File: src/rtl/clkmode_pkg.sv
package clkmode_pkg;

  localparam int MODE_W = 3;

  typedef enum logic [MODE_W-1:0] {
    LOOP_INT   = 3'd0,
    BYP_INT    = 3'd1,
    BYP_INT_LP = 3'd2,
    LOOP_EXT   = 3'd3,
    BYP_EXT    = 3'd4,
    BYP_EXT_LP = 3'd5,
    MODE_BAD   = 3'd7
  } mode_e;

  typedef enum logic [3:0] {
    S_IDLE, S_PLAN, S_WR1, S_WR2, S_WOSC, S_WREF, S_WOUT, S_WLOCK, S_CLR, S_END
  } seq_st_e;

  localparam logic [1:0] EC_NONE     = 2'd0;
  localparam logic [1:0] EC_UNREACH  = 2'd1;
  localparam logic [1:0] EC_TIMEOUT  = 2'd2;
  localparam logic [1:0] EC_BADSTATE = 2'd3;

  // Next single step from cur toward tgt; MODE_BAD for codes outside the six modes.
  function automatic logic [MODE_W-1:0] route_fn(int c, int t);
    if (c > 5 || t > 5) return MODE_BAD;
    if (c == 2) return (t == 2) ? 3'd2 : 3'd1;
    if (c == 5) return (t == 5) ? 3'd5 : 3'd4;
    if (t == 2) return (c == 1) ? 3'd2 : 3'd1;
    if (t == 5) return (c == 4) ? 3'd5 : 3'd4;
    return t[MODE_W-1:0];
  endfunction

  // Whether entering stp is permitted from cur with the given output status.
  function automatic logic step_legal(mode_e cur, mode_e stp, logic [1:0] os);
    logic ok;
    case (stp)
      LOOP_INT, LOOP_EXT: ok = (cur inside {LOOP_INT, BYP_INT, LOOP_EXT, BYP_EXT});
      BYP_INT:            ok = (cur inside {LOOP_INT, BYP_INT, LOOP_EXT, BYP_EXT, BYP_INT_LP});
      BYP_EXT:            ok = (cur inside {LOOP_INT, BYP_INT, LOOP_EXT, BYP_EXT, BYP_EXT_LP});
      BYP_INT_LP:         ok = (os == 2'b01);
      BYP_EXT_LP:         ok = (os == 2'b10);
      default:            ok = 1'b0;
    endcase
    return ok;
  endfunction

endpackage

File: src/rtl/clkmode_decode.sv
module clkmode_decode
  import clkmode_pkg::*;
(
  input  logic [1:0] out_stat,
  input  logic       ref_stat,
  input  logic       low_pwr,
  output mode_e      mode
);
  always_comb begin
    case (out_stat)
      2'b00:   mode = ref_stat ? LOOP_INT : LOOP_EXT;
      2'b01:   mode = low_pwr ? BYP_INT_LP : BYP_INT;
      2'b10:   mode = low_pwr ? BYP_EXT_LP : BYP_EXT;
      default: mode = MODE_BAD;
    endcase
  end
endmodule

File: src/rtl/clkmode_route.sv
module clkmode_route
  import clkmode_pkg::*;
(
  input  mode_e cur,
  input  mode_e tgt,
  output mode_e nxt
);
  localparam int N   = 1 << MODE_W;
  localparam int IDX = 2 * MODE_W;

  logic [MODE_W-1:0] tbl [N*N];
  logic [IDX-1:0]    sel;

  for (genvar gc = 0; gc < N; gc++) begin : g_cur
    for (genvar gt = 0; gt < N; gt++) begin : g_tgt
      assign tbl[gc*N + gt] = route_fn(gc, gt);
    end
  end

  assign sel = {cur, tgt};
  assign nxt = mode_e'(tbl[sel]);
endmodule

File: src/rtl/clkmode_tmo.sv
module clkmode_tmo #(
  parameter int TMO_W = 16
) (
  input  logic             clk,
  input  logic             rst,
  input  logic             en,
  input  logic [TMO_W-1:0] limit,
  output logic             expired
);
  logic [TMO_W-1:0] cnt;

  always_ff @(posedge clk) begin
    if (rst || !en)          cnt <= '0;
    else if (cnt != limit)   cnt <= cnt + 1'b1;
  end

  assign expired = en && (cnt == limit);
endmodule

File: src/rtl/clkmode_seq.sv
module clkmode_seq
  import clkmode_pkg::*;
#(
  parameter int BDIV_W = 3,
  parameter int RDIV_W = 3,
  parameter int TMO_W  = 16,
  parameter bit CHECK_EN = 1'b1
) (
  input  logic              clk,
  input  logic              rst,
  input  logic              start,
  input  logic [2:0]        tgt_mode,
  input  logic [BDIV_W-1:0] bdiv_req,
  input  logic [RDIV_W-1:0] rdiv_req,
  input  logic              osc_sel,
  input  logic [TMO_W-1:0]  tmo_limit,
  input  logic [1:0]        out_stat,
  input  logic              ref_stat,
  input  logic              osc_ready,
  input  logic              loop_lock,
  output logic              sel_ref_int,
  output logic [1:0]        sel_out,
  output logic [RDIV_W-1:0] ref_div,
  output logic [BDIV_W-1:0] bus_div,
  output logic              low_pwr,
  output logic              lol_clr,
  output logic              busy,
  output logic              done,
  output logic              err,
  output logic [1:0]        err_code
);
  localparam logic [2:0] LAST_MODE = 3'd5;

  seq_st_e           st;
  mode_e             cur_mode, route_nxt, step_q;
  logic [2:0]        tgt_q;
  logic [BDIV_W-1:0] bdiv_q;
  logic [RDIV_W-1:0] rdiv_q;
  logic              need_osc, need_lock, exp_ref, wait_ok, in_wait, tmo_en, tmo_exp;
  logic [1:0]        exp_out;

  clkmode_decode u_dec (
    .out_stat (out_stat),
    .ref_stat (ref_stat),
    .low_pwr  (low_pwr),
    .mode     (cur_mode)
  );

  clkmode_route u_rte (
    .cur (cur_mode),
    .tgt (mode_e'(tgt_q)),
    .nxt (route_nxt)
  );

  clkmode_tmo #(.TMO_W(TMO_W)) u_tmo (
    .clk     (clk),
    .rst     (rst),
    .en      (tmo_en),
    .limit   (tmo_limit),
    .expired (tmo_exp)
  );

  // Per-step expectations
  always_comb begin
    need_osc  = osc_sel && (step_q == LOOP_EXT || step_q == BYP_EXT);
    need_lock = (step_q == LOOP_INT || step_q == LOOP_EXT);
    exp_ref   = (step_q == LOOP_INT || step_q == BYP_INT);
    case (step_q)
      BYP_INT: exp_out = 2'b01;
      BYP_EXT: exp_out = 2'b10;
      default: exp_out = 2'b00;
    endcase
  end

  always_comb begin
    in_wait = 1'b1;
    case (st)
      S_WOSC:  wait_ok = !need_osc || osc_ready;
      S_WREF:  wait_ok = (ref_stat == exp_ref);
      S_WOUT:  wait_ok = (out_stat == exp_out);
      S_WLOCK: wait_ok = !need_lock || loop_lock;
      default: begin wait_ok = 1'b1; in_wait = 1'b0; end
    endcase
    tmo_en = in_wait && !wait_ok;
  end

  always_ff @(posedge clk) begin
    if (rst) begin
      st          <= S_IDLE;
      step_q      <= LOOP_INT;
      tgt_q       <= '0;
      bdiv_q      <= '0;
      rdiv_q      <= '0;
      sel_ref_int <= 1'b1;
      sel_out     <= 2'b00;
      ref_div     <= '0;
      bus_div     <= '0;
      low_pwr     <= 1'b0;
      lol_clr     <= 1'b0;
      busy        <= 1'b0;
      done        <= 1'b0;
      err         <= 1'b0;
      err_code    <= EC_NONE;
    end else begin
      lol_clr <= 1'b0;
      done    <= 1'b0;
      err     <= 1'b0;
      case (st)
        S_IDLE: begin
          if (start) begin
            tgt_q  <= tgt_mode;
            bdiv_q <= bdiv_req;
            rdiv_q <= rdiv_req;
            busy   <= 1'b1;
            st     <= S_PLAN;
          end
        end
        S_PLAN: begin
          if (tgt_q > LAST_MODE) begin
            err <= 1'b1; err_code <= EC_UNREACH; busy <= 1'b0; st <= S_IDLE;
          end else if (cur_mode == MODE_BAD) begin
            err <= 1'b1; err_code <= EC_BADSTATE; busy <= 1'b0; st <= S_IDLE;
          end else if (CHECK_EN && !step_legal(cur_mode, route_nxt, out_stat)) begin
            err <= 1'b1; err_code <= EC_UNREACH; busy <= 1'b0; st <= S_IDLE;
          end else begin
            step_q <= route_nxt;
            st     <= S_WR1;
          end
        end
        S_WR1: begin
          st <= S_WR2;
          case (step_q)
            LOOP_INT: sel_ref_int <= 1'b1;
            LOOP_EXT: begin
              sel_out <= 2'b00; ref_div <= rdiv_q; sel_ref_int <= 1'b0;
            end
            BYP_INT, BYP_EXT: begin
              bus_div <= bdiv_q; low_pwr <= 1'b0;
            end
            default: begin
              bus_div <= bdiv_q; low_pwr <= 1'b1; st <= S_END;
            end
          endcase
        end
        S_WR2: begin
          st <= S_WOSC;
          case (step_q)
            LOOP_INT: begin sel_out <= 2'b00; bus_div <= bdiv_q; end
            LOOP_EXT: bus_div <= bdiv_q;
            BYP_INT:  begin sel_out <= 2'b01; sel_ref_int <= 1'b1; end
            default: begin
              sel_out <= 2'b10; ref_div <= rdiv_q; sel_ref_int <= 1'b0;
            end
          endcase
        end
        S_WOSC, S_WREF, S_WOUT, S_WLOCK: begin
          if (wait_ok) begin
            case (st)
              S_WOSC:  st <= S_WREF;
              S_WREF:  st <= S_WOUT;
              S_WOUT:  st <= S_WLOCK;
              default: st <= S_CLR;
            endcase
          end else if (tmo_exp) begin
            err <= 1'b1; err_code <= EC_TIMEOUT; busy <= 1'b0; st <= S_IDLE;
          end
        end
        S_CLR: begin
          lol_clr <= 1'b1;
          st      <= S_END;
        end
        S_END: begin
          if (step_q == mode_e'(tgt_q)) begin
            done <= 1'b1; err_code <= EC_NONE; busy <= 1'b0; st <= S_IDLE;
          end else begin
            st <= S_PLAN;
          end
        end
        default: st <= S_IDLE;
      endcase
    end
  end
endmodule

File: config.mk
export PLATFORM = sky130hd
export DESIGN_NAME = clkmode_seq
export DESIGN_NICKNAME = d
export VERILOG_FILES = /design/src/rtl/clkmode_pkg.sv /design/src/rtl/clkmode_decode.sv /design/src/rtl/clkmode_route.sv /design/src/rtl/clkmode_tmo.sv /design/src/rtl/clkmode_seq.sv
export SDC_FILE = /design/constraint.sdc
export NUM_CORES = 1
export LEC_CHECK = 0
export ABC_AREA = 1
export BUFFER_PORTS_ARGS = -buffer_cell sky130_fd_sc_hd__buf_2
export CAP_MARGIN = 0
export CORE_MARGIN = 3
export CORE_UTILIZATION = 40
export DETAILED_ROUTE_END_ITERATION = 12
export SETUP_SLACK_MARGIN = 0.05
export SKIP_LAST_GASP = 1
export SYNTH_ARGS = -nofsm -noshare
export SYNTH_HDL_FRONTEND = slang
export SYNTH_SLANG_ARGS = --single-unit
File: constraint.sdc
create_clock -name clk -period 2.1 [get_ports clk]
set_clock_uncertainty 0.05 [all_clocks]
set_input_delay 0.21 -clock clk [delete_from_list [all_inputs] [get_ports clk]]
set_output_delay 0.21 -clock clk [all_outputs]
set_load 0.1 [all_outputs]
==> impl_metrics.csv <==
group,metric,value,unit
place,port-buffer-count,49,
clocking,cts_tree,"built",
timing,tns,0,ns
global_route,track_usage,0.174,
finish,final_layout_size_suffix_gt1_frac,0.206,
worst_setup_path,worstPathRequired,2.31,ns
clocking,htreeDepth,2,
clocking,cts_hold_buf,0,
run_status,status,"finished, final reports clean",
global_route,grt_max_degree,19,
floorplanning,die_h,91.1,microns
routing,drc,0,
worst_setup_path,worst_setup_path_end_kind,"flip-flop",
floorplanning,core,0.00691,sq mm
timing,finalHoldViolCount,0,
global_route,grt_overflow,0,
hold_path,hp-class,"input pin to flip-flop",
finish,antenna_cells,0,
pwr,peakVddDrop,0.621,mV
pwr,p_leak,1.52,nW
finish,final_common_cell,"nand2_1",
synth,synth_cells,428,
pwr,power,0.00388,W
finish,layout_common_cells,"nand2_1, nor2_1, inv_1, buf_2, dfxtp_1",
worst_setup_path,worst_setup_path_start_kind,"flip-flop",
synth,netlist_area,0.00290,sq mm
worst_setup_path,r2r_start,"step_q[0]",
floorplanning,fp.dieW,91.1,microns
routing,ant_nets,0,
routing,drt-pass1-iter-count,4,
synth,ys_ff_latch,48,
clocking,cts_buffers,5,
synth,ys.flop_type,"dfxtp_1",
routing,dr_total_vias,2823,
floorplanning,start_util,0.419,
routing,routedWlPerCell,12.3,microns
global_route,antenna_found_initial,0,
finish,layout.nets,514,
synth,synth_edf_count,0,
timing,grt_setup_unrepaired,"no",
pwr,power.density,1150,mW/mm^2
clocking,clock_path_buffers,2,
synth,synth_area_per_cell,6.77,sq um
place,gp_congestion,0.950,
place,post_dp_cell_area,0.00324,sq mm
clocking,cts_setup_buffers,0,
clocking,cts.clk_slew.worst_paths,0.10,ns
worst_setup_path,crit_arrival,2.05,ns
synth,synth-async-reset-ratio,0,
timing,maxClockFrequency,543,MHz
finish,stdcell_area,0.00338,sq mm
timing,max_slew.worst_pin.slew,0.494,ns
finish,area_growth,16.8,%
timing,fin_crit_sh,0.877,
clocking,cts_root_buf,"clkbuf_8",
timing,hold_slack,0.109,ns
global_route,grt_pass1_wl,12.1,mm
clocking,clock_sinks,48,
global_route,grt_pass1_vias,2718,
routing,drt_iter0_drc,87,
clocking,clk_latency,0.31,ns
synth,synth_cell_types,37,
worst_setup_path,cp_max_fo,15,
synth,yosys_warnings,0,
synth,synth_nets,463,
routing,vias_per_cell,4.90,
worst_setup_path,path_class,"flip-flop to flip-flop",
timing,setup_viol,0,
clocking,postCtsResizedCells,0,
run,cap_viol_max_count,0,
hold_path,hp-start,"bdiv_req[1]",
floorplanning,die-area,0.00830,sq mm
synth,seq_area_frac_synth,0.332,
timing,timing.final.crit_period,1.84,ns
routing,drt-total-wl,7.08,mm
timing,finalMaxSlewViolations,0,
floorplanning,ioPinCount,50,
timing,relSlewSlack,0.673,
place,dpl.hpwl,5.54,mm
worst_setup_path,timing.critical_path.from,"step_q[0]",
floorplanning,fp-row-count,30,
worst max-delay path, stage by stage, from the launching register on:
cell	delay [ns]
dfxtp_1	0.44
nand2_1	0.13
a21oi_2	0.26
nand2_2	0.10
nand2_4	0.10
nand3_4	0.13
nor2_8	0.14
nand2_4	0.16
a21oi_1	0.16
o21a_1	0.12
cell families (layout without fill, tap and decap cells):
group / count (synthesis) / count (layout) / share of synthesized area
simple gates: 210 / 210 / 0.333
compound gates: 77 / 77 / 0.161
buf+inv: 69 / 121 / 0.100
flops: 48 / 48 / 0.332
xor+xnor: 23 / 23 / 0.0695
fa+ha+maj: 1 / 1 / 0.00432
cell usage after synthesis (2+ instances only):
cell type,n,area share
nor2_1,54,0.070
nand3_1,23,0.040
a21oi_1,28,0.048
nand4_1,12,0.026
dfxtp_1,48,0.33
nand2_1,93,0.12
inv_2,3,0.0039
xor2_1,17,0.051
xnor2_1,6,0.018
clkinv_1,2,0.0026
a31oi_1,4,0.0086
buf_6,3,0.012
o22ai_1,2,0.0043
nor3_1,7,0.012
clkbuf_1,5,0.0065
inv_1,51,0.066
o211ai_1,2,0.0052
nor4_1,2,0.0043
a21oi_2,12,0.036
nand2_4,4,0.016
nand2_2,5,0.011
clkbuf_2,2,0.0035
nand3b_1,2,0.0052
o21ai_0,25,0.043
buf_2,2,0.0035
or2_2,3,0.0065
power breakdown:
part	switching (W)	internal [W]
combinational	0.00129	0.000546
clock	0.000333	0.000479
sequential	0.000162	0.00107
flip-flops by register name (all words and copies together), names as in the netlist:
signal and flops:
st 4, tgt_q 3, bus_div 3, err 1
sel_ref_int 1, done 1, low_pwr 1, rdiv_q 3
u_tmo.cnt 16, sel_out 2, busy 1, err_code 2
ref_div 3, bdiv_q 3, step_q 3, lol_clr 1
stage by stage:
stage,setup slack (ns),instances,utilization
2_1_floorplan,0.114,428,-
3_3_place_gp,0.252,568,0.469
3_5_place_dp,0.221,568,0.469
4_1_cts,0.202,576,0.489
5_1_grt,0.0762,576,0.490
6_report,0.258,576,0.490
path summary, 6_finish.rpt:
check                           depth (start not counted)      endpoint  slack, ns
worst max-delay path                                    9  u_tmo.cnt[5]       0.26
worst min-delay path                                    3     bdiv_q[1]       0.11
worst max register to register                          9  u_tmo.cnt[5]       0.26
worst min register to register                          2    ref_div[2]       0.40
per-layer routing:
metal,track usage,share of wire,up-vias
li1,-,-,1485
met1,0.211,0.45,1262
met2,0.310,0.49,62
met3,0.0323,0.043,14
met4,0.0565,0.019,0
met5,0,0,-
layout make-up:
type / count / area (sq um)
Clock inverter: 3 / 68.8
Sequential cell: 48 / 963
Timing Repair Buffer: 57 / 305
Multi-Input combinational cell: 311 / 1650
Inverter: 56 / 210
Tap cell: 96 / 120
Clock buffer: 5 / 68.8
Fill cell: 773 / 3520
Note: power is estimated with default switching activity, not from simulation.
